===== src/rtl/sq_pkg.sv =====
package sq_pkg;

    typedef enum logic {
        DIR_FWD  = 1'b0,
        DIR_BACK = 1'b1
    } dir_t;

    typedef struct packed {
        logic [3:0] r;
        logic [3:0] g;
        logic [3:0] b;
    } rgb_t;

    localparam int   IDX_W   = 3;
    localparam rgb_t BG_RGB  = '{r: 4'h1, g: 4'h3, b: 4'h7};
    localparam rgb_t OFF_RGB = '{r: 4'h0, g: 4'h0, b: 4'h0};

    function automatic rgb_t fill_colour(input logic [IDX_W-1:0] idx);
        rgb_t c;
        case (idx)
            3'd0:    c = '{r: 4'hF, g: 4'hF, b: 4'hF};
            3'd1:    c = '{r: 4'hF, g: 4'hC, b: 4'h0};
            3'd2:    c = '{r: 4'hF, g: 4'h6, b: 4'hA};
            3'd3:    c = '{r: 4'h6, g: 4'hF, b: 4'hF};
            3'd4:    c = '{r: 4'hF, g: 4'hF, b: 4'h4};
            3'd5:    c = '{r: 4'hC, g: 4'h8, b: 4'hF};
            3'd6:    c = '{r: 4'h4, g: 4'hF, b: 4'h6};
            default: c = '{r: 4'hF, g: 4'h8, b: 4'h4};
        endcase
        return c;
    endfunction

endpackage


===== src/rtl/sq_frame_tick.sv =====
module sq_frame_tick #(
    parameter int CORDW = 10,
    parameter int V_RES = 480,
    parameter int SLOW  = 1
) (
    input  logic             clk,
    input  logic             rst,
    input  logic [CORDW-1:0] sx,
    input  logic [CORDW-1:0] sy,
    output logic             step
);
    localparam int CW = $clog2(SLOW) + 1;

    logic          frame;
    logic [CW-1:0] slow_cnt;

    // Beam enters vertical blanking at the first pixel of line V_RES.
    always_comb frame = (sy == CORDW'(V_RES)) && (sx == '0);
    always_comb step  = frame && (slow_cnt == '0);

    always_ff @(posedge clk) begin
        if (rst) begin
            slow_cnt <= '0;
        end else if (frame) begin
            slow_cnt <= (slow_cnt == CW'(SLOW - 1)) ? '0 : slow_cnt + 1'b1;
        end
    end

endmodule


===== src/rtl/sq_axis.sv =====
module sq_axis
    import sq_pkg::*;
#(
    parameter int CORDW = 10,
    parameter int RES   = 640,
    parameter int SIZE  = 200,
    parameter int SPEED = 2
) (
    input  logic             clk,
    input  logic             rst,
    input  logic             step,
    output logic [CORDW-1:0] pos,
    output dir_t             dir,
    output logic             flip
);
    localparam int SW      = CORDW + 2;
    localparam int FAR_POS = RES - SIZE - 1;

    logic [SW-1:0] lead_edge;
    logic          hit_far;
    logic          hit_near;

    // Leading edge after the next step, in a width that cannot wrap.
    always_comb begin
        lead_edge = SW'(pos) + SW'(SIZE + SPEED);
        hit_far   = (dir == DIR_FWD)  && (lead_edge >= SW'(RES - 1));
        hit_near  = (dir == DIR_BACK) && (pos < CORDW'(SPEED));
        flip      = step && (hit_far || hit_near);
    end

    always_ff @(posedge clk) begin
        if (rst) begin
            pos <= '0;
            dir <= DIR_FWD;
        end else if (step) begin
            if (hit_far) begin
                pos <= CORDW'(FAR_POS);
                dir <= DIR_BACK;
            end else if (hit_near) begin
                pos <= '0;
                dir <= DIR_FWD;
            end else if (dir == DIR_FWD) begin
                pos <= pos + CORDW'(SPEED);
            end else begin
                pos <= pos - CORDW'(SPEED);
            end
        end
    end

endmodule


===== src/rtl/sq_palette.sv =====
module sq_palette
    import sq_pkg::*;
(
    input  logic             clk,
    input  logic             rst,
    input  logic             flip_x,
    input  logic             flip_y,
    output logic [IDX_W-1:0] idx,
    output rgb_t             fill
);
    // A simultaneous corner hit counts as a single bounce.
    always_ff @(posedge clk) begin
        if (rst) begin
            idx <= '0;
        end else if (flip_x || flip_y) begin
            idx <= idx + 1'b1;
        end
    end

    always_comb fill = fill_colour(idx);

endmodule


===== src/rtl/sq_paint.sv =====
module sq_paint
    import sq_pkg::*;
#(
    parameter int CORDW = 10,
    parameter int SIZE  = 200
) (
    input  logic [CORDW-1:0] sx,
    input  logic [CORDW-1:0] sy,
    input  logic             de,
    input  logic [CORDW-1:0] qx,
    input  logic [CORDW-1:0] qy,
    input  rgb_t             fill,
    output rgb_t             pix
);
    localparam int SW = CORDW + 1;

    logic in_x, in_y;

    always_comb begin
        in_x = (sx >= qx) && (SW'(sx) < SW'(qx) + SW'(SIZE));
        in_y = (sy >= qy) && (SW'(sy) < SW'(qy) + SW'(SIZE));
        if (!de)
            pix = OFF_RGB;
        else if (in_x && in_y)
            pix = fill;
        else
            pix = BG_RGB;
    end

endmodule


===== src/rtl/bounce_square.sv =====
module bounce_square
    import sq_pkg::*;
#(
    parameter int CORDW = 10,
    parameter int H_RES = 640,
    parameter int V_RES = 480,
    parameter int SIZE  = 200,
    parameter int SPEED = 2,
    parameter int SLOW  = 1
) (
    input  logic             clk,
    input  logic             rst,
    input  logic [CORDW-1:0] sx,
    input  logic [CORDW-1:0] sy,
    input  logic             de,
    output logic [3:0]       paint_r,
    output logic [3:0]       paint_g,
    output logic [3:0]       paint_b
);
    logic             frame_step;
    logic [CORDW-1:0] pos_x, pos_y;
    dir_t             dir_x, dir_y;
    logic             flip_x, flip_y;
    logic [IDX_W-1:0] colour_idx;
    rgb_t             fill_rgb;
    rgb_t             pix_rgb;

    sq_frame_tick #(
        .CORDW(CORDW), .V_RES(V_RES), .SLOW(SLOW)
    ) u_tick (
        .clk(clk), .rst(rst), .sx(sx), .sy(sy), .step(frame_step)
    );

    sq_axis #(
        .CORDW(CORDW), .RES(H_RES), .SIZE(SIZE), .SPEED(SPEED)
    ) u_axis_x (
        .clk(clk), .rst(rst), .step(frame_step),
        .pos(pos_x), .dir(dir_x), .flip(flip_x)
    );

    sq_axis #(
        .CORDW(CORDW), .RES(V_RES), .SIZE(SIZE), .SPEED(SPEED)
    ) u_axis_y (
        .clk(clk), .rst(rst), .step(frame_step),
        .pos(pos_y), .dir(dir_y), .flip(flip_y)
    );

    sq_palette u_pal (
        .clk(clk), .rst(rst), .flip_x(flip_x), .flip_y(flip_y),
        .idx(colour_idx), .fill(fill_rgb)
    );

    sq_paint #(
        .CORDW(CORDW), .SIZE(SIZE)
    ) u_paint (
        .sx(sx), .sy(sy), .de(de), .qx(pos_x), .qy(pos_y),
        .fill(fill_rgb), .pix(pix_rgb)
    );

    always_comb begin
        paint_r = pix_rgb.r;
        paint_g = pix_rgb.g;
        paint_b = pix_rgb.b;
    end

endmodule


===== config.mk =====
export PLATFORM = sky130hd
export DESIGN_NAME = bounce_square
export DESIGN_NICKNAME = d
export VERILOG_FILES = /design/src/rtl/sq_pkg.sv /design/src/rtl/sq_frame_tick.sv /design/src/rtl/sq_axis.sv /design/src/rtl/sq_palette.sv /design/src/rtl/sq_paint.sv /design/src/rtl/bounce_square.sv
export SDC_FILE = /design/constraint.sdc
export NUM_CORES = 1
export LEC_CHECK = 0
export ABC_AREA = 1
export ABC_CLOCK_PERIOD_IN_PS = 3050
export CAP_MARGIN = 40
export CORE_UTILIZATION = 25
export DETAILED_ROUTE_END_ITERATION = 16
export DONT_BUFFER_PORTS = 1
export GPL_TIMING_DRIVEN = 0
export SKIP_LAST_GASP = 1
export SLEW_MARGIN = 20
export SYNTH_ARGS = -nofsm -noshare
export SYNTH_HDL_FRONTEND = slang
export SYNTH_SLANG_ARGS = --single-unit

===== constraint.sdc =====
create_clock -name clk -period 3.05 [get_ports clk]
set_input_delay 0.305 -clock clk [delete_from_list [all_inputs] [get_ports clk]]
set_output_delay 0.305 -clock clk [all_outputs]
set_load 0.02 [all_outputs]

==> results of run 1 <==
-- repair_timing --
item | 4_1_cts | 5_1_grt
pin swaps | 2 | 3
endpoints found under the setup margin | 10 | 12
setup buffers | 3 | 0
gates resized for setup | 11 | 15
-- cells by family (layout without fill, tap and decap cells) --
group	after synthesis	after routing	synth area share
adders and majority gates	49	49	0.182
buffers and inverters	72	79	0.0863
xor gates and xnor gates	14	14	0.0365
AOI/OAI and AO/OA	95	95	0.155
and+or+nand+nor	293	293	0.403
DFF	23	23	0.137
-- power by group through the flow --
stage          Combinational (mW)  Sequential (mW)  Clock [mW]
2_1_floorplan              0.0750            0.307           0
6_report                   0.0961            0.297       0.291
5_1_grt                     0.112            0.296       0.311
4_1_cts                    0.0946            0.300       0.299
3_3_place_gp               0.0896            0.307           0
3_5_place_dp               0.0911            0.307           0
-- tightest hold or removal path, delay by kind of cell --
kind             cells  cell delay (ps)
AO/OA/AOI/OAI        2               80
AND/OR/NAND/NOR      1               40
-- path summary, 6_finish.rpt --
check | from | end | slack [ps] | cells after the start
setup / recovery | u_axis_y.pos[4] | paint_b[2] | 140 | 12
hold / removal | rst | u_axis_y.pos[5] | 200 | 3
hold reg to reg | u_axis_x.pos[2] | u_axis_x.pos[2] | 550 | 2
setup reg to reg | u_axis_y.pos[1] | u_pal.idx[0] | 820 | 15
-- per-stage QoR --
stage / worst slack [ps] / TNS (ps) / cells
floorplan: 532 / 0 / 546
global placement: 129 / 0 / 722
detailed placement: 135 / 0 / 722
CTS: 25.5 / 0 / 729
global route: -4.33 / -4.33 / 729
finish: 143 / 0 / 729
-- registers in the layout (all words and copies together), names as in the netlist --
| name | count |
|---|---|
| u_axis_x.pos | 9 |
| u_axis_y.pos | 9 |
| u_axis_y.dir | 1 |
| u_axis_x.dir | 1 |
| u_pal.idx | 3 |
-- cells in the final DEF (no fill, tap or decap), types with 13 or more instances in the layout --
cell	synthesis	layout
a21oi_1	46	42
dfxtp_1	23	17
ha_1	49	47
inv_1	52	50
nand2_1	130	129
nand3_1	41	40
nor2_1	62	62
nor3_1	13	13
o21ai_0	28	28
xor2_1	13	13
-- layer usage --
layer	GRT usage	up-vias
met1	0.178	1541
met4	0.0361	0
li1	-	1840
met2	0.237	56
met5	0	-
met3	0.0131	6
-- final cells by class --
class,instances,area [sq um]
Tap cell,176,220
Fill cell,1462,9410
Clock buffer,3,75.1
Clock inverter,1,5.00
Buffer,11,58.8
Timing Repair Buffer,3,22.5
Inverter,61,238
Sequential cell,23,478
Multi-Input combinational cell,451,2680
==> results_dict.tcl, run 1 <==
set metrics [dict create \
    crit_required_ps 2740 \
    cp_data_arrival_time_ps 2600 \
    synthCells 546 \
    cts_hold_buf 0 \
    leakagePower_nw 1.81 \
    antenna_found_initial 0 \
    top_layer "met4" \
    p_seq_frac 0.434 \
    yosys.area.top_type "ha_1" \
    endpoint_kind "primary output" \
    final_area_sq_um 3780 \
    fin_skew_ps 7.44 \
    drv_slew 0 \
    grt_use_total 0.136 \
    critical-path-max-stage-delay_ps 380 \
    path_clk_slew_ps 70 \
    first_iter_violations 145 \
    p_int_mw 0.511 \
    via_per_inst 4.72 \
    synth_common_cells "130 x nand2_1, 62 x nor2_1, 52 x inv_1, 49 x ha_1, 46 x a21oi_1" \
    grt_pass1_vias 3289 \
    avgSynthCellArea_sq_um 6.16 \
    io_pins 35 \
    wl_per_cell_um 12.4 \
    dieArea_sq_um 13900 \
    clkPwrFrac 0.425 \
    dr_wl_met2_mm 4.39 \
    cts_buffers 3 \
    hpwl_mm 7.42 \
    status "completed" \
    yosysMostFrequentCell "nand2_1" \
    synthToLayoutAreaGrowth_pct 12.3 \
    wl_met3_um 288 \
    path_buf_inv 1 \
    antennaDiodeCount 0 \
    wl_mm 9.06 \
    grt_pass1_wl_mm 15.7 \
    syn_area_sq_um 3360 \
    setup_viol 0 \
    grt-ovfl-total 0 \
    netlist_top_cells_area "ha_1 18%, nand2_1 15%, dfxtp_1 14%" \
    yosys.area.top_type_share 0.182 \
    p_total_mw 0.683 \
    placed_cell_area_sq_um 3580 \
    start_util 0.255 \
    relSlewSlack 0.681 \
    grt_setup_unrepaired "yes" \
    dieHeight_um 118 \
    p_comb_frac 0.141 \
    drive_above_1_share 0.123 \
    critical-path-top-delay-family "simple AND/OR/NAND/NOR gates" \
    drc_errors 0 \
    cts-root-buf "clkbuf_16" \
    ant_nets 0 \
    synth_seq_cells 23 \
    critPathSlowestCell "dfxtp_4" \
    holdWs_ps 200 \
    clock_sinks 23 \
    portBuffers 0 \
    clk-insertion-delay-late_ps 260 \
    place.gp.congestion 0.837 \
    detailedRoute.firstPassIterationCount 4 \
    crit_path_start_kind "flip-flop" \
    postLayoutCoreUtil 0.286 \
    swShare 0.253 \
    vdd_drop_max_v 0.000120 \
    grt_max_degree 14 \
    crit_top_cell "a21oi_1" \
    yosys_warnings 0 \
    period_share 0.953 \
    crit_chain "ha_2, nand2_1, a21oi_1, xor2_1, ha_1, nand2_2, nor2_1, nand3b_1, nand3_2, nor2_4, buf_4, a21oi_1" \
    p_sw_mw 0.173 \
    nets 626 \
    crit_type "flip-flop to primary output" \
    max-cap-violations 0 \
    powerDensity_nw_per_um2 181 \
    min-delay-path-class "input port to flip-flop" \
    die_w_um 118 \
    yosysSeqAreaShare 0.137 \
    period_needed_ps 2910 \
    syn_nets 618 \
    htreeDepth 1 \
    num_vias 3443 \
    synth_cell_types 41 \
    fmax_mhz 344 \
    synth_edf_count 0 \
    clockBufferDepth 2 \
    async_flop_share 0 \
    placementRows 42 \
    timing_hold_violations_final 0 \
    tightest_slew_ps 475 \
    cts_tree "done" \
    core_area_sq_um 13200 \
    cp_max_fo 6 \
    met1Wirelength_mm 4.32 \
    synth-main-ff-cell "dfxtp_1" \
]
Note: power is estimated with default switching activity, not from simulation.
==> inputs of run 2 (changes only) <==
--- a/config.mk
+++ b/config.mk
@@ -8,10 +8,13 @@
 export ABC_AREA = 1
 export ABC_CLOCK_PERIOD_IN_PS = 3050
 export CAP_MARGIN = 40
+export CELL_PAD_IN_SITES_DETAIL_PLACEMENT = 0
+export CELL_PAD_IN_SITES_GLOBAL_PLACEMENT = 1
 export CORE_UTILIZATION = 25
 export DETAILED_ROUTE_END_ITERATION = 16
 export DONT_BUFFER_PORTS = 1
 export GPL_TIMING_DRIVEN = 0
+export PLACE_DENSITY_LB_ADDON = 0.1
 export SKIP_LAST_GASP = 1
 export SLEW_MARGIN = 20
 export SYNTH_ARGS = -nofsm -noshare
==> run 2 against run 1 <==
Effect of this change: critical path depth is the same; first-iteration DRC count grew 0.69%; die area is the same; routed wire length grew 16%; clock skew shrank 5.8 ps; sequential cell count is the same; worst hold slack gained 12 ps.
==> results_dict.tcl, run 2 (synthesis gave the netlist of run 1 again) <==
set metrics [dict create \
    io_pins 35 \
    antenna_found_initial 0 \
    postLayoutCoreUtil 0.288 \
    largestRegisters "u_axis_x.pos: 9 flops, u_axis_y.pos: 9 flops, u_pal.idx: 3 flops" \
    fmax_mhz 341 \
    cp_max_fo 6 \
    dieHeight_um 118 \
    num_vias 3459 \
    hpwl_mm 8.57 \
    period_share 0.962 \
    tightest_slew_ps 563 \
    grt-ovfl-total 0 \
    antennaDiodeCount 0 \
    max-cap-violations 0 \
    met2_usage 0.276 \
    vdd_drop_max_v 0.000265 \
    via_per_inst 4.73 \
    portBuffers 0 \
    cts_tree "done" \
    leakagePower_nw 1.82 \
    holdWs_ps 212 \
    fin_skew_ps 1.66 \
    htreeDepth 1 \
    relSlewSlack 0.622 \
    wl_per_cell_um 14.4 \
    place.gp.congestion 0.786 \
    endpoint_kind "primary output" \
    post-place-cells 722 \
    clockBufferDepth 2 \
    grt_setup_unrepaired "no" \
    fillers 1442 \
    grt_pass1_wl_mm 17.5 \
    crit_path_start_kind "flip-flop" \
    grt_pass1_vias 3451 \
    wl_mm 10.5 \
    layout_common_cells "129 x nand2_1, 62 x nor2_1, 51 x inv_1" \
    cts_buffers 3 \
    critPathSlowestCell "dfxtp_4" \
    critical-path-top-delay-family "simple AND/OR/NAND/NOR gates" \
    powerDensity_nw_per_um2 182 \
    crit_required_ps 2740 \
    grt_max_degree 13 \
    min-delay-path-class "input port to flip-flop" \
    cts_hold_buf 0 \
    setup_viol 0 \
    use_met3 0.0194 \
    critical-path-max-stage-delay_ps 400 \
    die_w_um 118 \
    status "completed" \
    dieArea_sq_um 13900 \
    placed_cell_area_sq_um 3580 \
    path_clk_slew_ps 60 \
    final_area_sq_um 3800 \
    crit_type "flip-flop to primary output" \
    core_area_sq_um 13200 \
    first_iter_violations 146 \
    synthToLayoutAreaGrowth_pct 13.0 \
    drive_above_1_share 0.131 \
    tns_ps 0 \
    path_buf_inv 0 \
    start_util 0.255 \
    cp_data_arrival_time_ps 2630 \
    cts-root-buf "clkbuf_16" \
    grt_use_total 0.155 \
    mostFrequentLayoutCell "nand2_1" \
    met1_usage 0.200 \
    placementRows 42 \
    period_needed_ps 2930 \
    detailedRoute.firstPassIterationCount 4 \
    nets 629 \
    ant_nets 0 \
    drc_errors 0 \
    layoutNonFillerInstCount 732 \
    crit_chain "ha_2, nand2_1, a21oi_1, xor2_1, ha_1, nand2_2, nor2_1, a21oi_2, nand3_2, nor2_4, nand2_4, a21oi_4" \
    grt_busiest_layer "met2" \
    drv_slew 0 \
    clk-insertion-delay-late_ps 260 \
    clock_sinks 23 \
    timing_hold_violations_final 0 \
]
[run 2: worst paths after layout]
check / startpoint / to / slack, ps / cells after the start
worst max register to register: u_axis_y.pos[1] / u_pal.idx[0] / 720 / 15
worst min register to register: u_axis_x.pos[2] / u_axis_x.pos[2] / 540 / 2
worst min-delay path: rst / u_axis_y.pos[5] / 210 / 3
worst max-delay path: u_axis_y.pos[4] / paint_r[3] / 120 / 12
[run 2: what timing repair did]
item	CTS	global route
setup endpoints to repair	12	12
gates resized for setup	10	18
cloned	0	0
pin swaps	2	3
setup buffers	2	4
[run 2: report_power, final]
group	switching (mW)	internal (mW)
sequential	0.000000227	0.297
combinational	0.0619	0.0368
clock	0.117	0.179
total	0.179	0.513
[run 2: area by class of cell]
cell class	instances	area, sq um	share of cell area
flip-flops and latches	23	475	0.125
well taps	176	220	0.0580
inverters	61	238	0.0626
plain buffers	11	58.8	0.0155
multi-input cells	451	2680	0.707
repair buffers	6	42.5	0.0112
clock buffers	4	78.8	0.0208
[run 2: routing by layer]
metal / vias to the layer above / wire (um)
met1: 1577 / 5110
met2: 38 / 5010
li1: 1840 / -
met3: 4 / 276
met5: - / 0
met4: 0 / 119
[run 2: tightest hold or removal path, delay by kind of cell]
| kind | cells | cell delay [ps] |
|---|---|---|
| simple gates | 1 | 40 |
| compound gates | 2 | 90 |
[run 2: metrics by stage]
| step | power (mW) | setup WS (ps) |
|---|---|---|
| 3_5_place_dp | 0.400 | 85.6 |
| 6_report | 0.692 | 117 |
| 5_1_grt | 0.729 | 1.85 |
| 2_1_floorplan | 0.382 | 532 |
| 3_3_place_gp | 0.399 | 94.1 |
| 4_1_cts | 0.699 | -32.7 |
==> inputs of run 3 (changes only) <==
==> constraint.sdc (replaced) <==
create_clock -name clk -period 3.05 [get_ports clk]
set_input_delay 0.305 -clock clk [delete_from_list [all_inputs] [get_ports clk]]
set_output_delay 0.305 -clock clk [all_outputs]
set_load 0.05 [all_outputs]
==> run 3 against run 2 <==
Effect of this change: worst hold slack gained 7.1 ps; critical path type unchanged; clock-buffer cell count fell by 1; setup slack got worse by 42 ps; die area stayed put; clock skew increased by 4.9 ps; cell area is 6.3% higher.
==> results_dict.tcl, run 3 (synthesis gave the netlist of run 1 again) <==
set metrics [dict create \
    status "completed" \
    hold_depth 3 \
    wl_mm 10.6 \
    vdd_drop_max_v 0.000155 \
    synthToLayoutAreaGrowth_pct 20.1 \
    p_total_mw 0.722 \
    cp_max_fo 6 \
    postLayoutCoreUtil 0.306 \
    min-delay-path-class "input port to flip-flop" \
    placed_cell_area_sq_um 3630 \
    hpwl_mm 8.63 \
    htreeDepth 1 \
    fmax_mhz 336 \
    crit_path_start_kind "flip-flop" \
    path_clk_slew_ps 70 \
    r2r_cells 15 \
    drive_above_1_share 0.174 \
    clk-insertion-delay-late_ps 260 \
    final_area_sq_um 4040 \
    setup_viol 0 \
    timing_hold_violations_final 0 \
    drc_errors 0 \
    wl_met3_um 192 \
    r2r-start "u_axis_y.pos[1]" \
    crit_required_ps 2740 \
    period_needed_ps 2970 \
    grt_pass1_wl_mm 17.9 \
    grt_max_degree 15 \
    min-delay-start "rst" \
    dieHeight_um 118 \
    period_share 0.975 \
    cts_hold_buf 0 \
    cp_data_arrival_time_ps 2670 \
    max-cap-violations 0 \
    powerDensity_nw_per_um2 179 \
    post-place-cells 728 \
    layoutNonFillerInstCount 746 \
    holdWs_ps 219 \
    grt_use_total 0.159 \
    fin_skew_ps 6.53 \
    via_per_inst 4.73 \
    num_vias 3527 \
    mostFrequentLayoutCell "nand2_1" \
    wl_per_cell_um 14.2 \
    cts-root-buf "clkbuf_16" \
    die_w_um 118 \
    detailedRoute.firstPassIterationCount 4 \
    nets 643 \
    layout_common_cells "126 x nand2_1, 61 x nor2_1, 47 x inv_1" \
    placementRows 42 \
    grt_setup_unrepaired "yes" \
    largestRegisters "u_axis_x.pos: 9 flops, u_axis_y.pos: 9 flops, u_pal.idx: 3 flops" \
    cts_tree "done" \
    clockBufferDepth 2 \
    met1Wirelength_mm 5.11 \
    place.gp.congestion 0.786 \
    antenna_found_initial 0 \
    top_layer "met4" \
    crit_start "u_axis_y.pos[3]" \
    antennaDiodeCount 0 \
    core_area_sq_um 13200 \
    ant_nets 0 \
    cts_buffers 3 \
    tightest_slew_ps 533 \
    portBuffers 0 \
    dr_wl_met2_mm 5.22 \
    first_iter_violations 144 \
    crit_type "flip-flop to primary output" \
    grt-ovfl-total 0 \
    io_pins 35 \
    fillers 1508 \
    endpoint_kind "primary output" \
    leakagePower_nw 1.89 \
    clock_sinks 23 \
    grt_pass1_vias 3510 \
    relSlewSlack 0.645 \
    dieArea_sq_um 13900 \
    drv_slew 0 \
    start_util 0.255 \
]
-- run 3: metal layers --
metal / track usage / up-vias
met5: 0 / -
met4: 0.0240 / 0
met2: 0.286 / 38
met1: 0.204 / 1614
li1: - / 1869
met3: 0.0208 / 6
-- run 3: cell type report --
class                      count  area, sq um  share of cell area
inverter                      61          246              0.0610
sequential                    23          487               0.121
tap                          176          220              0.0545
buffer                        11         58.8              0.0146
timing repair buffer          20          174              0.0431
clock buffer                   3         75.1              0.0186
multi-input combinational    451         2770               0.686
clock inverter                 1         7.51             0.00186
-- run 3: path summary, 6_finish.rpt --
kind / endpoint / slack, ps
worst max-delay path: paint_g[3] / 80
worst min-delay path: u_axis_y.pos[5] / 220
worst max register to register: u_pal.idx[0] / 770
worst min register to register: u_axis_y.pos[6] / 560
-- run 3: timing repair --
action / in CTS / in global routing
endpoints found under the setup margin: 12 / 8
gates cloned: 0 / 0
buffers inserted: 7 / 8
pin swaps: 10 / 16
gates resized for setup: 34 / 20
-- run 3: worst max-delay path, stage by stage (launching register included) --
cell	delay, ps
dfxtp_4	360
buf_4	110
ha_4	150
nand2_2	80
a21oi_2	150
xor2_1	170
ha_1	260
nand2_2	100
o21ai_1	80
a21oi_2	160
nand3_2	110
nor2_4	110
buf_12	130
nand2_8	90
a21oi_4	330
-- run 3: power by group --
part | switching, mW | internal, mW
combinational | 0.0793 | 0.0497
sequential | 0.000000261 | 0.295
clock | 0.120 | 0.178
total | 0.199 | 0.523
-- run 3: per-stage QoR --
step	setup TNS (ps)	setup slack, ps
after floorplan	0	246
after global placement	-1430	-144
after detailed placement	-554	-132
after CTS	-13.5	-6.86
after global routing	-344	-84.8
final	0	75.5
